**src/rtl/wis_pkg.sv**
```systemverilog
package wis_pkg;
  localparam int OPW = 3;

  typedef enum logic [OPW-1:0] {
    OPC_ALU    = 3'd0,
    OPC_SFU    = 3'd1,
    OPC_DUAL   = 3'd2,
    OPC_LOAD   = 3'd3,
    OPC_STORE  = 3'd4,
    OPC_MEMBAR = 3'd5,
    OPC_BAR    = 3'd6,
    OPC_RSVD   = 3'd7
  } opc_e;

  typedef struct packed {
    logic mem;
    logic alu;
    logic sfu;
  } pipe_sel_t;

  function automatic logic is_mem_class(logic [OPW-1:0] op);
    return (op == OPC_LOAD) || (op == OPC_STORE) || (op == OPC_MEMBAR);
  endfunction
endpackage

```
**src/rtl/wis_route.sv**
```systemverilog
module wis_route
  import wis_pkg::*;
(
  input  logic [OPW-1:0] op,
  input  logic           mem_empty,
  input  logic           alu_empty,
  input  logic           sfu_empty,
  output pipe_sel_t      sel,
  output logic           fits
);
  always_comb begin
    sel = '0;
    unique case (op)
      OPC_LOAD, OPC_STORE, OPC_MEMBAR: sel.mem = mem_empty;
      OPC_SFU:                         sel.sfu = sfu_empty;
      OPC_DUAL: begin
        // ALU pipe preferred; SFU only when ALU is occupied
        sel.alu = alu_empty;
        sel.sfu = !alu_empty && sfu_empty;
      end
      default:                         sel.alu = alu_empty;
    endcase
    fits = sel.mem | sel.alu | sel.sfu;
  end
endmodule

```
**src/rtl/wis_pick.sv**
```systemverilog
module wis_pick #(
  parameter int NW  = 4,
  parameter int IDW = (NW > 1) ? $clog2(NW) : 1
) (
  input  logic [NW-1:0]  req,
  input  logic [IDW-1:0] last,
  output logic [NW-1:0]  grant,
  output logic [IDW-1:0] idx,
  output logic           any
);
  always_comb begin
    int k;
    grant = '0;
    idx   = '0;
    any   = 1'b0;
    for (int i = 1; i <= NW; i++) begin
      k = (int'(last) + i) % NW;
      if (!any && req[IDW'(k)]) begin
        any           = 1'b1;
        grant[IDW'(k)] = 1'b1;
        idx           = IDW'(k);
      end
    end
  end
endmodule

```
**src/rtl/wis_stats.sv**
```systemverilog
module wis_stats #(
  parameter int LANES = 8,
  parameter int CNT_W = 16,
  parameter int PCW   = $clog2(LANES + 1)
) (
  input  logic                         clk,
  input  logic                         rst_n,
  input  logic                         issue,
  input  logic [PCW-1:0]               pop,
  input  logic                         have_valid,
  input  logic                         have_ready,
  output logic [(LANES+3)*CNT_W-1:0]   bins_flat
);
  localparam int NBINS = LANES + 3;
  localparam int BIW   = $clog2(NBINS);
  localparam logic [CNT_W-1:0] CMAX = '1;

  logic [BIW-1:0]   inc_idx;
  logic [CNT_W-1:0] bin_q [NBINS];

  // exactly one bin moves per cycle: issue bin or one stall category
  always_comb begin
    if (issue)            inc_idx = BIW'(2) + BIW'(pop);
    else if (!have_valid) inc_idx = BIW'(0);
    else if (!have_ready) inc_idx = BIW'(1);
    else                  inc_idx = BIW'(2);
  end

  for (genvar b = 0; b < NBINS; b++) begin : g_bin
    always_ff @(posedge clk) begin
      if (!rst_n)                                  bin_q[b] <= '0;
      else if (inc_idx == BIW'(b) && bin_q[b] != CMAX) bin_q[b] <= bin_q[b] + 1'b1;
    end
    assign bins_flat[b*CNT_W +: CNT_W] = bin_q[b];

    p_sat_hold_r13: assert property (@(posedge clk) disable iff (!rst_n)
      (bin_q[b] == CMAX) |=> (bin_q[b] == CMAX));
  end

  p_bin0_quiet_r8: assert property (@(posedge clk) disable iff (!rst_n)
    have_valid |=> $stable(bin_q[0]));
  p_bin1_quiet_r9: assert property (@(posedge clk) disable iff (!rst_n)
    (have_ready || !have_valid) |=> $stable(bin_q[1]));
endmodule

```
**src/rtl/warp_issue_sched.sv**
```systemverilog
module warp_issue_sched
  import wis_pkg::*;
#(
  parameter int NW    = 4,
  parameter int LANES = 8,
  parameter int CTA_W = 3,
  parameter int CNT_W = 16,
  parameter int IDW   = (NW > 1) ? $clog2(NW) : 1
) (
  input  logic                       clk,
  input  logic                       rst_n,
  input  logic [NW-1:0]              slot_valid,
  input  logic [NW-1:0]              slot_hazard,
  input  logic [NW-1:0]              slot_collide,
  input  logic [NW*OPW-1:0]          slot_op,
  input  logic [NW*LANES-1:0]        slot_mask,
  input  logic [NW*CTA_W-1:0]        slot_cta,
  input  logic                       mem_empty,
  input  logic                       alu_empty,
  input  logic                       sfu_empty,
  input  logic [NW-1:0]              membar_done,
  output logic                       mem_valid,
  output logic                       alu_valid,
  output logic                       sfu_valid,
  output logic [IDW-1:0]             issue_warp,
  output logic [OPW-1:0]             issue_op,
  output logic [LANES-1:0]           issue_mask,
  output logic [CTA_W-1:0]           issue_cta,
  output logic [NW-1:0]              slot_ack,
  output logic [NW-1:0]              flush_vec,
  output logic                       bar_arrive,
  output logic [NW-1:0]              membar_wait,
  output logic [(LANES+3)*CNT_W-1:0] stat_bins
);
  localparam int PCW = $clog2(LANES + 1);

  logic [OPW-1:0]   op_a   [NW];
  logic [LANES-1:0] mask_a [NW];
  logic [CTA_W-1:0] cta_a  [NW];
  pipe_sel_t        sel_a  [NW];
  logic [NW-1:0]    fits;
  logic [NW-1:0]    clean_v;
  logic [NW-1:0]    ready_v;
  logic [NW-1:0]    elig;
  logic [NW-1:0]    grant;
  logic [IDW-1:0]   gidx;
  logic             gany;
  logic [IDW-1:0]   last_q;
  logic [PCW-1:0]   pop;

  for (genvar w = 0; w < NW; w++) begin : g_slot
    assign op_a[w]   = slot_op[w*OPW +: OPW];
    assign mask_a[w] = slot_mask[w*LANES +: LANES];
    assign cta_a[w]  = slot_cta[w*CTA_W +: CTA_W];

    wis_route u_route (
      .op        (op_a[w]),
      .mem_empty (mem_empty),
      .alu_empty (alu_empty),
      .sfu_empty (sfu_empty),
      .sel       (sel_a[w]),
      .fits      (fits[w])
    );

    always_ff @(posedge clk) begin
      if (!rst_n)                                  membar_wait[w] <= 1'b0;
      else if (grant[w] && op_a[w] == OPC_MEMBAR)  membar_wait[w] <= 1'b1;
      else if (membar_done[w])                     membar_wait[w] <= 1'b0;
    end
  end

  assign clean_v   = slot_valid & ~slot_hazard;
  assign ready_v   = clean_v & ~slot_collide;
  assign elig      = ready_v & fits;
  assign flush_vec = slot_valid & slot_hazard;

  wis_pick #(.NW(NW), .IDW(IDW)) u_pick (
    .req   (elig),
    .last  (last_q),
    .grant (grant),
    .idx   (gidx),
    .any   (gany)
  );

  always_ff @(posedge clk) begin
    if (!rst_n)    last_q <= IDW'(NW - 1);
    else if (gany) last_q <= gidx;
  end

  assign slot_ack   = grant;
  assign issue_warp = gidx;
  assign issue_op   = op_a[gidx];
  assign issue_mask = mask_a[gidx];
  assign issue_cta  = cta_a[gidx];
  assign mem_valid  = gany && sel_a[gidx].mem;
  assign alu_valid  = gany && sel_a[gidx].alu;
  assign sfu_valid  = gany && sel_a[gidx].sfu;
  assign bar_arrive = gany && (op_a[gidx] == OPC_BAR);

  always_comb begin
    pop = '0;
    for (int l = 0; l < LANES; l++) pop = pop + PCW'(issue_mask[l]);
  end

  wis_stats #(.LANES(LANES), .CNT_W(CNT_W), .PCW(PCW)) u_stats (
    .clk        (clk),
    .rst_n      (rst_n),
    .issue      (gany),
    .pop        (pop),
    .have_valid (|clean_v),
    .have_ready (|ready_v),
    .bins_flat  (stat_bins)
  );

  p_ptr_hold_r1: assert property (@(posedge clk) disable iff (!rst_n)
    !gany |=> $stable(last_q));
  p_no_flush_issue_r2: assert property (@(posedge clk) disable iff (!rst_n)
    (slot_ack & flush_vec) == '0);
  p_grant_ready_r3: assert property (@(posedge clk) disable iff (!rst_n)
    (grant & ~ready_v) == '0);
  p_mem_ready_r4: assert property (@(posedge clk) disable iff (!rst_n)
    mem_valid |-> mem_empty);
  p_mem_class_r4: assert property (@(posedge clk) disable iff (!rst_n)
    (alu_valid || sfu_valid) |-> !is_mem_class(issue_op));
  p_alu_ready_r5: assert property (@(posedge clk) disable iff (!rst_n)
    alu_valid |-> alu_empty);
  p_sfu_ready_r6: assert property (@(posedge clk) disable iff (!rst_n)
    sfu_valid |-> sfu_empty);
  p_one_pipe_r7: assert property (@(posedge clk) disable iff (!rst_n)
    $onehot0({mem_valid, alu_valid, sfu_valid}));
  p_one_ack_r7: assert property (@(posedge clk) disable iff (!rst_n)
    $onehot0(slot_ack));
  p_membar_set_r12: assert property (@(posedge clk) disable iff (!rst_n)
    (mem_valid && issue_op == OPC_MEMBAR) |=> membar_wait[$past(issue_warp)]);
endmodule

```
**config.mk**
```make
export PLATFORM = sky130hd
export DESIGN_NAME = warp_issue_sched
export DESIGN_NICKNAME = d
export VERILOG_FILES = /design/src/rtl/wis_pkg.sv /design/src/rtl/wis_route.sv /design/src/rtl/wis_pick.sv /design/src/rtl/wis_stats.sv /design/src/rtl/warp_issue_sched.sv
export SDC_FILE = /design/constraint.sdc
export NUM_CORES = 1
export LEC_CHECK = 0
export CAP_MARGIN = 15
export CORE_ASPECT_RATIO = 1.1
export CORE_MARGIN = 5
export CORE_UTILIZATION = 50
export DETAILED_ROUTE_END_ITERATION = 16
export HOLD_SLACK_MARGIN = 0.05
export MAX_ROUTING_LAYER = met4
export PLACE_DENSITY_LB_ADDON = 0.1
export SETUP_SLACK_MARGIN = 0.05
export SLEW_MARGIN = 20
export SYNTH_ARGS = -nofsm -noshare
export SYNTH_HDL_FRONTEND = slang
export SYNTH_SLANG_ARGS = --single-unit
```
**constraint.sdc**
```tcl
create_clock -name clk -period 10.8 [get_ports clk]
set_input_delay 2.16 -clock clk [delete_from_list [all_inputs] [get_ports clk]]
set_output_delay 2.16 -clock clk [all_outputs]
set_load 0.02 [all_outputs]
```
==> impl_metrics.env, run 1 <==
export IMPL_powerDensity_nw_per_um2=228
export IMPL_syn_mean_instance_area_sq_um=9.94
export IMPL_grt_max_degree=38
export IMPL_num_antenna_cells=0
export IMPL_vias=9006
export IMPL_yosys_area_share_adder_pct=3.36
export IMPL_firstDrtPassIters=5
export IMPL_power_leakage_nw=5.10
export IMPL_synthFlopType="edfxtp_1"
export IMPL_start_kind="primary input"
export IMPL_synth_compound_area_share_pct=5.57
export IMPL_clk_latency_ns=0.44
export IMPL_setup_viol=0
export IMPL_syn_area_sq_um=10900
export IMPL_yosys_warnings=0
export IMPL_slew_headroom_pct=29.4
export IMPL_drc=0
export IMPL_cts_hold_buffers=0
export IMPL_r2r_start="last_q[0]"
export IMPL_wire_per_inst_microns=17.8
export IMPL_grt_pass1_vias=8818
export IMPL_port_buffers=284
export IMPL_cts_tree="yes"
export IMPL_dp_hpwl_microns=22700
export IMPL_outcome="finished clean"
export IMPL_hold_class="reg -> reg"
export IMPL_fin_setup_tns_ns=0
export IMPL_grt_pass1_wl_microns=46400
export IMPL_start_util_pct=51.0
export IMPL_async_reset_ff_share_pct=0
export IMPL_cts_root_buf="clkbuf_16"
export IMPL_gp_congestion=0.905
export IMPL_core_sq_um=21400
export IMPL_cts_buffer_depth=2
export IMPL_seq_area_sq_um=5410
export IMPL_cts_repair_resized=0
export IMPL_finalCritPeriodShare_pct=85.5
export IMPL_syn_inst=1100
export IMPL_ios=285
export IMPL_synth_area_mux_share_pct=3.97
export IMPL_fillers=1682
export IMPL_die_width_microns=151
export IMPL_post_cts_buffers=0
export IMPL_yosysSeqAreaShare_pct=49.4
export IMPL_clk_pin_slew_ns=0.07
export IMPL_layout_nets=1484
export IMPL_vdd_drop_max_v=0.000152
export IMPL_crit_fanout=37
export IMPL_cp_required_ns=8.64
export IMPL_regToRegSetupSlack_ns=3.16
export IMPL_overflow=0
export IMPL_area_growth_pct=34.0
export IMPL_rows=56
export IMPL_cp_startpoint="slot_op[0]"
export IMPL_die_area_sq_um=24900
export IMPL_ant_nets=0
export IMPL_r2r_cells=19
export IMPL_worstReg2RegEnd="u_stats.bin_q[4][9]"
export IMPL_cp_arrival_ns=7.07
export IMPL_fin_worst_skew_ns=0.00736
export IMPL_grt_use_total_pct=24.3
export IMPL_wirelength_microns=29900
export IMPL_crit_type="in -> out"
export IMPL_h_tree_depth=4
export IMPL_numCtsBuffers=17
export IMPL_ys_seq_elements=182
export IMPL_worst_slew_pin_slew_ns=1.05
export IMPL_fmax_mhz=108
export IMPL_multi_input_area_sq_um=5210
export IMPL_final_cell_area_sq_um=14700
export IMPL_end_kind="output pin"
export IMPL_place_area_sq_um=14100
export IMPL_drt_initial_drc_count=528
export IMPL_synth_top_family_by_area="simple AND/OR/NAND/NOR gates"
export IMPL_drive_gt1_share_pct=4.52
export IMPL_rsz0062_at_grt="false"
export IMPL_finalMaxSlewViolations=0
export IMPL_antenna_found_initial=0
export IMPL_synth_xor_area_share_pct=12.7
export IMPL_synth_simple_gate_area_share_pct=22.0
export IMPL_endpoint="bar_arrive"
export IMPL_fin_crit_ns=9.23
export IMPL_synth_edf_count=176
export IMPL_finalHoldViolCount=0
export IMPL_maxCapViolations=0
export IMPL_synth_cell_types=64
export IMPL_vias_per_cell=5.35
export IMPL_cts_sinks=182
export IMPL_synth_fp_nets=1204
export IMPL_dieHeight_microns=165
-- worst max-delay path: stages --
cell and delay (ns):
clkdlybuf4s50_1 0.63, mux2i_1 0.23, o311ai_1 0.10, o21ai_0 0.83, o221ai_1 0.25, o211a_2 0.24
or3_4 0.37, mux2i_4 0.35, buf_4 0.50, mux2i_1 0.32, mux2i_1 0.14, nor4bb_1 0.29
clkdlybuf4s50_1 0.65
-- cell type report --
| cell class | instances | area share, % |
|---|---|---|
| tap | 290 | 2.48 |
| timing repair buffer | 294 | 19.9 |
| clock buffer | 18 | 2.93 |
| inverter | 45 | 1.15 |
| multi-input combinational | 840 | 35.6 |
| sequential | 182 | 36.9 |
| clock inverter | 14 | 1.08 |
-- power breakdown --
part / switching (mW) / total [mW] / internal, mW
Sequential: 0.217 / 1.23 / 1.01
Clock: 0.307 / 0.619 / 0.312
Combinational: 0.847 / 1.50 / 0.653
-- per-stage QoR --
stage	hold slack, ns	setup slack (ns)	instances	utilization, %	total power, mW
global placement	0.469	1.41	1651	65.6	2.72
finish	0.497	1.57	1683	68.3	3.34
floorplan	0.595	1.31	1100	-	2.08
global route	0.555	0.997	1683	68.3	3.54
detailed placement	0.487	1.21	1651	65.6	2.74
CTS	0.509	1.64	1683	68.3	3.37
-- cell usage after synthesis (5+ instances only) --
| cell | instances | area (sq um) |
|---|---|---|
| a211oi_1 | 7 | 52.6 |
| a21oi_1 | 19 | 95.1 |
| a31oi_1 | 5 | 31.3 |
| and2_1 | 5 | 31.3 |
| and3_1 | 24 | 150 |
| and4_1 | 5 | 43.8 |
| clkbuf_1 | 23 | 86.3 |
| dfxtp_1 | 6 | 120 |
| edfxtp_1 | 176 | 5290 |
| ha_1 | 23 | 288 |
| inv_1 | 44 | 165 |
| mux2_2 | 7 | 78.8 |
| mux2i_1 | 31 | 310 |
| nand2_1 | 77 | 289 |
| nand2b_1 | 7 | 43.8 |
| nand3_1 | 90 | 450 |
| nand4_1 | 19 | 119 |
| nor2_1 | 238 | 893 |
| nor2b_1 | 16 | 100 |
| nor3_1 | 17 | 85.1 |
| nor3b_1 | 7 | 52.6 |
| o21ai_0 | 14 | 70.1 |
| or3_1 | 7 | 43.8 |
| xnor2_1 | 68 | 596 |
| xor2_1 | 91 | 797 |
-- cell families after synthesis --
group	count (synthesis)
mux	40
buf+inv	78
compound gates	89
xor+xnor	159
flops	182
simple gates	525
fa+ha+maj	27
-- cell usage in the layout (no fill, tap or decap), types with 5 or more instances in the layout --
cell type        count
inv_1               44
dfxtp_1              6
mux2_2               7
edfxtp_1           176
nor3_1              17
or3_1                7
nand3_1             90
a31oi_1              5
nor2b_1             16
a211oi_1             7
nor3b_1              7
nand2_1             77
a21oi_1             19
xnor2_1             68
and4_1               5
and3_1              24
nand4_1             19
clkbuf_16           17
ha_1                23
nor2_1             238
buf_4               10
and2_1               5
mux2i_1             31
nand2b_1             7
xor2_1              91
o21ai_1             10
o21ai_0              8
clkdlybuf4s50_1    284
-- registers in the layout, summed over array words and instances, names as in the netlist --
register / count
u_stats.bin_q: 176
membar_wait: 4
last_q: 2
-- worst min-delay path by stage --
stage	startpoint	to	slack, ns	depth (start not counted)
final	membar_wait[1]	membar_wait[1]	0.50	2
after global routing	membar_wait[0]	membar_wait[0]	0.56	2
after CTS	membar_wait[0]	membar_wait[0]	0.51	2
after detailed placement	membar_wait[0]	membar_wait[0]	0.49	2
after global placement	membar_wait[3]	membar_wait[3]	0.47	2
after floorplan	membar_wait[0]	membar_wait[0]	0.59	2
-- routing by layer --
layer	track usage [%]	vias up	wire length, microns
met4	9.56	0	994
li1	-	4402	-
met1	28.2	4246	11700
met2	40.0	305	14600
met3	7.23	53	2650
met5	-	-	0
Note: power is estimated with default switching activity, not from simulation.
==> run 2, diff against run 1 <==
- CORE_UTILIZATION: 50 -> 51
- PLACE_DENSITY: unset -> 0.86
- PLACE_DENSITY_LB_ADDON: 0.1 -> unset
- SLEW_MARGIN: 20 -> 10
- SYNTH_HIERARCHICAL: unset -> 1
==> impl_metrics.env, run 2 <==
export IMPL_antenna_found_initial=0
export IMPL_final_util_pct=68.0
export IMPL_vdd_drop_max_v=0.000147
export IMPL_ios=285
export IMPL_synth_area_mux_share_pct=5.36
export IMPL_yosys_area_share_adder_pct=3.17
export IMPL_top_regs="u_stats/bin_q: 176 flops, membar_wait: 4 flops, last_q: 2 flops"
export IMPL_hold_class="reg -> reg"
export IMPL_syn_inst=1122
export IMPL_synth_top_family_by_area="simple AND/OR/NAND/NOR gates"
export IMPL_dp_hpwl_microns=24100
export IMPL_end_kind="flip-flop"
export IMPL_drt_initial_drc_count=705
export IMPL_cp_arrival_ns=9.79
export IMPL_crit_fanout=16
export IMPL_finalCritPeriodShare_pct=88.4
export IMPL_outcome="finished clean"
export IMPL_overflow=0
export IMPL_cts_hold_buffers=0
export IMPL_slew_headroom_pct=19.9
export IMPL_rows=58
export IMPL_grt_use_total_pct=24.8
export IMPL_grt_max_degree=29
export IMPL_synth_commonest_cells="179 x nor2_1, 176 x edfxtp_1, 79 x xnor2_1"
export IMPL_async_reset_ff_share_pct=0
export IMPL_gp_congestion=0.931
export IMPL_die_width_microns=154
export IMPL_core_sq_um=22600
export IMPL_firstDrtPassIters=5
export IMPL_yosysSeqAreaShare_pct=46.6
export IMPL_synthFlopType="edfxtp_1"
export IMPL_cts_buffer_depth=2
export IMPL_synth_cell_types=69
export IMPL_powerDensity_nw_per_um2=221
export IMPL_worst_slew_pin_slew_ns=1.20
export IMPL_numCtsBuffers=17
export IMPL_clk_pin_slew_ns=0.08
export IMPL_ys_seq_elements=182
export IMPL_die_area_sq_um=25900
export IMPL_yosys_warnings=6
export IMPL_start_kind="primary input"
export IMPL_synth_most_common_cell="nor2_1"
export IMPL_whs_ns=0.485
export IMPL_cp_required_ns=11.05
export IMPL_synth_xor_area_share_pct=11.2
export IMPL_port_buffers=284
export IMPL_crit_type="in -> reg"
export IMPL_wirelength_microns=32300
export IMPL_area_growth_pct=32.6
export IMPL_synth_compound_area_share_pct=5.63
export IMPL_place_area_sq_um=14800
export IMPL_fin_setup_tns_ns=0
export IMPL_cts_repair_resized=0
export IMPL_vias_per_cell=5.84
export IMPL_fin_worst_skew_ns=0.0127
export IMPL_synth_simple_gate_area_share_pct=25.6
export IMPL_cts_tree="yes"
export IMPL_fin_crit_ns=9.54
export IMPL_post_cts_buffers=0
export IMPL_synth_edf_count=176
export IMPL_fillers=1746
export IMPL_finalMaxSlewViolations=0
export IMPL_maxCapViolations=0
export IMPL_ant_nets=0
export IMPL_drc=0
export IMPL_grt_pass1_wl_microns=51300
export IMPL_stdcell_count=1725
export IMPL_clk_latency_ns=0.43
export IMPL_num_antenna_cells=0
export IMPL_cts_root_buf="clkbuf_16"
export IMPL_syn_area_sq_um=11600
export IMPL_rsz0062_at_grt="false"
export IMPL_synth_top_cell_area_share_pct=45.5
export IMPL_wire_per_inst_microns=18.7
export IMPL_drive_gt1_share_pct=5.96
export IMPL_fmax_mhz=105
export IMPL_power_leakage_nw=5.15
export IMPL_dieHeight_microns=168
export IMPL_grt_pass1_vias=9642
export IMPL_top_register="u_stats/bin_q"
export IMPL_synth_fp_nets=1226
export IMPL_dp_cells=1693
export IMPL_final_cell_mix="284 x clkdlybuf4s50_1, 179 x nor2_1, 176 x edfxtp_1"
export IMPL_synth_area_leaders="edfxtp_1 46%, xnor2_1 6.0%, nor2_1 5.8%"
export IMPL_largest_register_ffs=176
export IMPL_final_cell_area_sq_um=15400
export IMPL_syn_mean_instance_area_sq_um=10.3
export IMPL_final_common_cell="clkdlybuf4s50_1"
export IMPL_setup_viol=0
export IMPL_start_util_pct=51.3
export IMPL_vias=10100
export IMPL_cts_sinks=182
export IMPL_finalHoldViolCount=0
export IMPL_yosysTopAreaCell="edfxtp_1"
export IMPL_layout_nets=1516
export IMPL_h_tree_depth=4
==> run 2: cell count changes in the layout (fill, tap and decap cells not counted), moves of 12 or more <==
cell     change
nand4_1     +27
or3_1       +12
nor2b_1     -14
nand3_1     -22
and4_1      +19
mux4_2      +13
mux2i_1     -21
nor4_1      +25
nor3_1      +19
nor2_1      -59
xor2_1      -22
==> run 2: worst paths after layout <==
kind	slack [ns]	cells after the start	start	end
hold reg to reg	0.49	2	membar_wait[2]	membar_wait[2]
hold / removal	0.49	2	membar_wait[2]	membar_wait[2]
setup reg to reg	2.81	21	last_q[0]	u_stats/bin_q[2][15]
setup / recovery	1.26	24	slot_op[7]	u_stats/bin_q[2][15]
==> run 2: metal layers <==
metal	global-route usage (%)	vias up	part of all wire, %
li1	-	4755	-
met1	31.7	4852	41
met2	41.6	423	50
met3	4.50	41	7.0
met4	5.76	0	1.6
met5	-	-	0
==> run 2: logic make-up (layout without fill, tap and decap cells) <==
| logic type | after synthesis | in the layout |
|---|---|---|
| compound gates | 97 | 97 |
| fa+ha+maj | 27 | 27 |
| mux | 33 | 33 |
| xor+xnor | 148 | 148 |
| buf+inv | 66 | 369 |
| simple gates | 569 | 569 |
| flops | 182 | 182 |
==> run 2: layout make-up <==
class / count / area, sq um / area share, %
multi-input combinational: 874 / 5910 / 38.4
sequential: 182 / 5410 / 35.1
timing repair buffer: 296 / 2930 / 19.1
tap: 300 / 375 / 2.44
inverter: 41 / 154 / 1.00
clock buffer: 17 / 425 / 2.76
clock inverter: 15 / 185 / 1.20
==> run 2: critical path, cell delays in order <==
cell	delay, ns
clkdlybuf4s50_1	0.56
xor2_1	0.23
a21oi_1	0.15
a32oi_1	0.12
and2_1	0.23
mux4_2	0.57
nor2b_4	0.20
o21bai_1	0.09
a21oi_2	0.63
mux4_2	0.61
inv_1	0.09
fa_1	0.44
fa_1	0.55
inv_1	0.06
fa_1	0.52
ha_1	0.16
inv_1	0.05
fa_1	0.47
inv_1	0.08
ha_1	0.24
xor2_1	0.24
o21ai_2	0.34
nand4_1	0.61
a21oi_1	0.34
==> run 2: power breakdown <==
group	leakage, nW	total, mW	switching (mW)	internal [mW]
Sequential	1.89	1.30	0.269	1.03
Combinational	2.97	1.46	0.829	0.635
Clock	0.291	0.640	0.306	0.334
Total	5.15	3.40	1.40	2.00
==> run 2: through the flow <==
step	worst slack, ns	power, mW
floorplan	0.967	2.10
global placement	1.16	2.72
detailed placement	0.863	2.77
CTS	1.28	3.42
global route	0.811	3.59
finish	1.26	3.40
==> run 3, diff against run 2 <==
- CORE_UTILIZATION: 51 -> 45
- PLACE_DENSITY: 0.86 -> 0.82
- SLEW_MARGIN: 10 -> 20
- SYNTH_HIERARCHICAL: 1 -> unset
- clock period: 10.8 -> 8.56 ns (I/O delays scaled with it)
==> impl_metrics.env, run 3 (same netlist as run 1, synthesis figures left out) <==
export IMPL_clk_pin_slew_ns=0.07
export IMPL_wire_per_inst_microns=18.2
export IMPL_cts_tree="yes"
export IMPL_setup_viol=0
export IMPL_busiest_layer="met2"
export IMPL_finalHoldViolCount=0
export IMPL_overflow=0
export IMPL_fin_crit_ns=8.10
export IMPL_cts_root_buf="clkbuf_16"
export IMPL_port_buffers=284
export IMPL_antenna_found_initial=0
export IMPL_ant_nets=0
export IMPL_power_leakage_nw=5.39
export IMPL_crit_type="in -> reg"
export IMPL_cts_hold_buffers=0
export IMPL_final_cell_area_sq_um=15200
export IMPL_layout_nets=1534
export IMPL_gp_congestion=0.963
export IMPL_finalCritPeriodShare_pct=94.6
export IMPL_grt_pass1_wl_microns=49700
export IMPL_outcome="finished clean"
export IMPL_crit_fanout=16
export IMPL_final_util_pct=63.8
export IMPL_fin_worst_skew_ns=0.0114
export IMPL_place_area_sq_um=14600
export IMPL_slew_headroom_pct=54.6
export IMPL_cp_arrival_ns=8.37
export IMPL_core_sq_um=23800
export IMPL_rsz0062_at_grt="false"
export IMPL_num_antenna_cells=0
export IMPL_cp_required_ns=8.83
export IMPL_start_util_pct=46.0
export IMPL_h_tree_depth=4
export IMPL_grt_pass1_vias=9495
export IMPL_use_met3_pct=5.24
export IMPL_powerDensity_nw_per_um2=290
export IMPL_vias_per_cell=5.41
export IMPL_post_cts_buffers=0
export IMPL_grt_use_met2_pct=38.6
export IMPL_hold_class="reg -> reg"
export IMPL_worst_slew_pin_slew_ns=0.680
export IMPL_fillers=1889
export IMPL_top_register="u_stats.bin_q"
export IMPL_fmax_mhz=124
export IMPL_ios=285
export IMPL_final_cell_mix="284 x clkdlybuf4s50_1, 238 x nor2_1, 176 x edfxtp_1"
export IMPL_drive_gt1_share_pct=8.04
export IMPL_vias=9463
export IMPL_grt_use_total_pct=23.1
export IMPL_finalMaxSlewViolations=0
export IMPL_vdd_drop_max_v=0.000163
export IMPL_dieHeight_microns=173
export IMPL_clk_latency_ns=0.43
export IMPL_cts_repair_resized=0
export IMPL_cts_sinks=182
export IMPL_gr_usage_met1_pct=26.8
export IMPL_top_regs="u_stats.bin_q: 176 flops, membar_wait: 4 flops, last_q: 2 flops"
export IMPL_drc=0
export IMPL_rows=59
export IMPL_grt_max_degree=20
export IMPL_drt_initial_drc_count=677
export IMPL_wirelength_microns=31800
export IMPL_area_growth_pct=38.7
export IMPL_cts_buffer_depth=2
export IMPL_die_width_microns=159
export IMPL_end_kind="flip-flop"
export IMPL_start_kind="primary input"
export IMPL_firstDrtPassIters=5
export IMPL_dp_hpwl_microns=24700
export IMPL_final_common_cell="clkdlybuf4s50_1"
export IMPL_maxCapViolations=0
export IMPL_die_area_sq_um=27500
export IMPL_numCtsBuffers=17
export IMPL_largest_register_ffs=176
run 3: final timing paths:
kind                                     start             endpoint  slack [ns]  cells after the start
worst min-delay path            membar_wait[2]       membar_wait[2]        0.50                      2
worst max-delay path                 mem_empty  u_stats.bin_q[3][3]        0.46                     22
worst min register to register  membar_wait[2]       membar_wait[2]        0.50                      2
worst max register to register       last_q[0]  u_stats.bin_q[3][3]        1.00                     19
run 3: cell type report:
class	instances	area (sq um)	area share [%]
clock buffer	17	425	2.80
inverter	45	169	1.11
tap	305	382	2.52
clock inverter	15	176	1.16
sequential	182	5410	35.6
timing repair buffer	344	3390	22.4
multi-input combinational	840	5220	34.4
run 3: worst max-delay path: stages:
cell,delay [ns]
clkdlybuf4s50_1,0.44
buf_4,0.18
nor2b_1,0.13
a32o_1,0.28
o31ai_2,0.27
buf_4,0.20
nor3b_1,0.19
a211oi_1,0.07
nor3_1,0.29
a21oi_1,0.14
a22oi_2,0.36
mux2_2,0.41
fa_1,0.55
fa_1,0.43
fa_1,0.50
inv_1,0.04
ha_1,0.19
fa_1,0.38
xor2_1,0.17
or3_1,0.52
or3_1,0.68
nor2_1,0.20
run 3: metrics by stage:
step	hold slack [ns]	setup TNS (ns)	instances	total power, mW	setup WS [ns]
after floorplan	0.595	-6.93	1100	2.62	-0.217
after global routing	0.546	0	1748	4.65	0.0929
after CTS	0.503	0	1748	4.42	0.463
after global placement	0.463	0	1716	3.56	0.143
after detailed placement	0.483	0	1716	3.60	0.0259
final	0.499	0	1748	4.39	0.463
run 3: power breakdown:
group / total (mW) / switching (mW) / internal [mW]
combinational: 2.04 / 1.10 / 0.935
sequential: 1.55 / 0.277 / 1.27
clock: 0.806 / 0.385 / 0.421
total: 4.39 / 1.76 / 2.63
run 3: routing by layer:
metal	wire (microns)	vias up
met1	12100	4519
li1	-	4501
met2	15700	378
met4	1290	0
met5	0	-
met3	2700	65
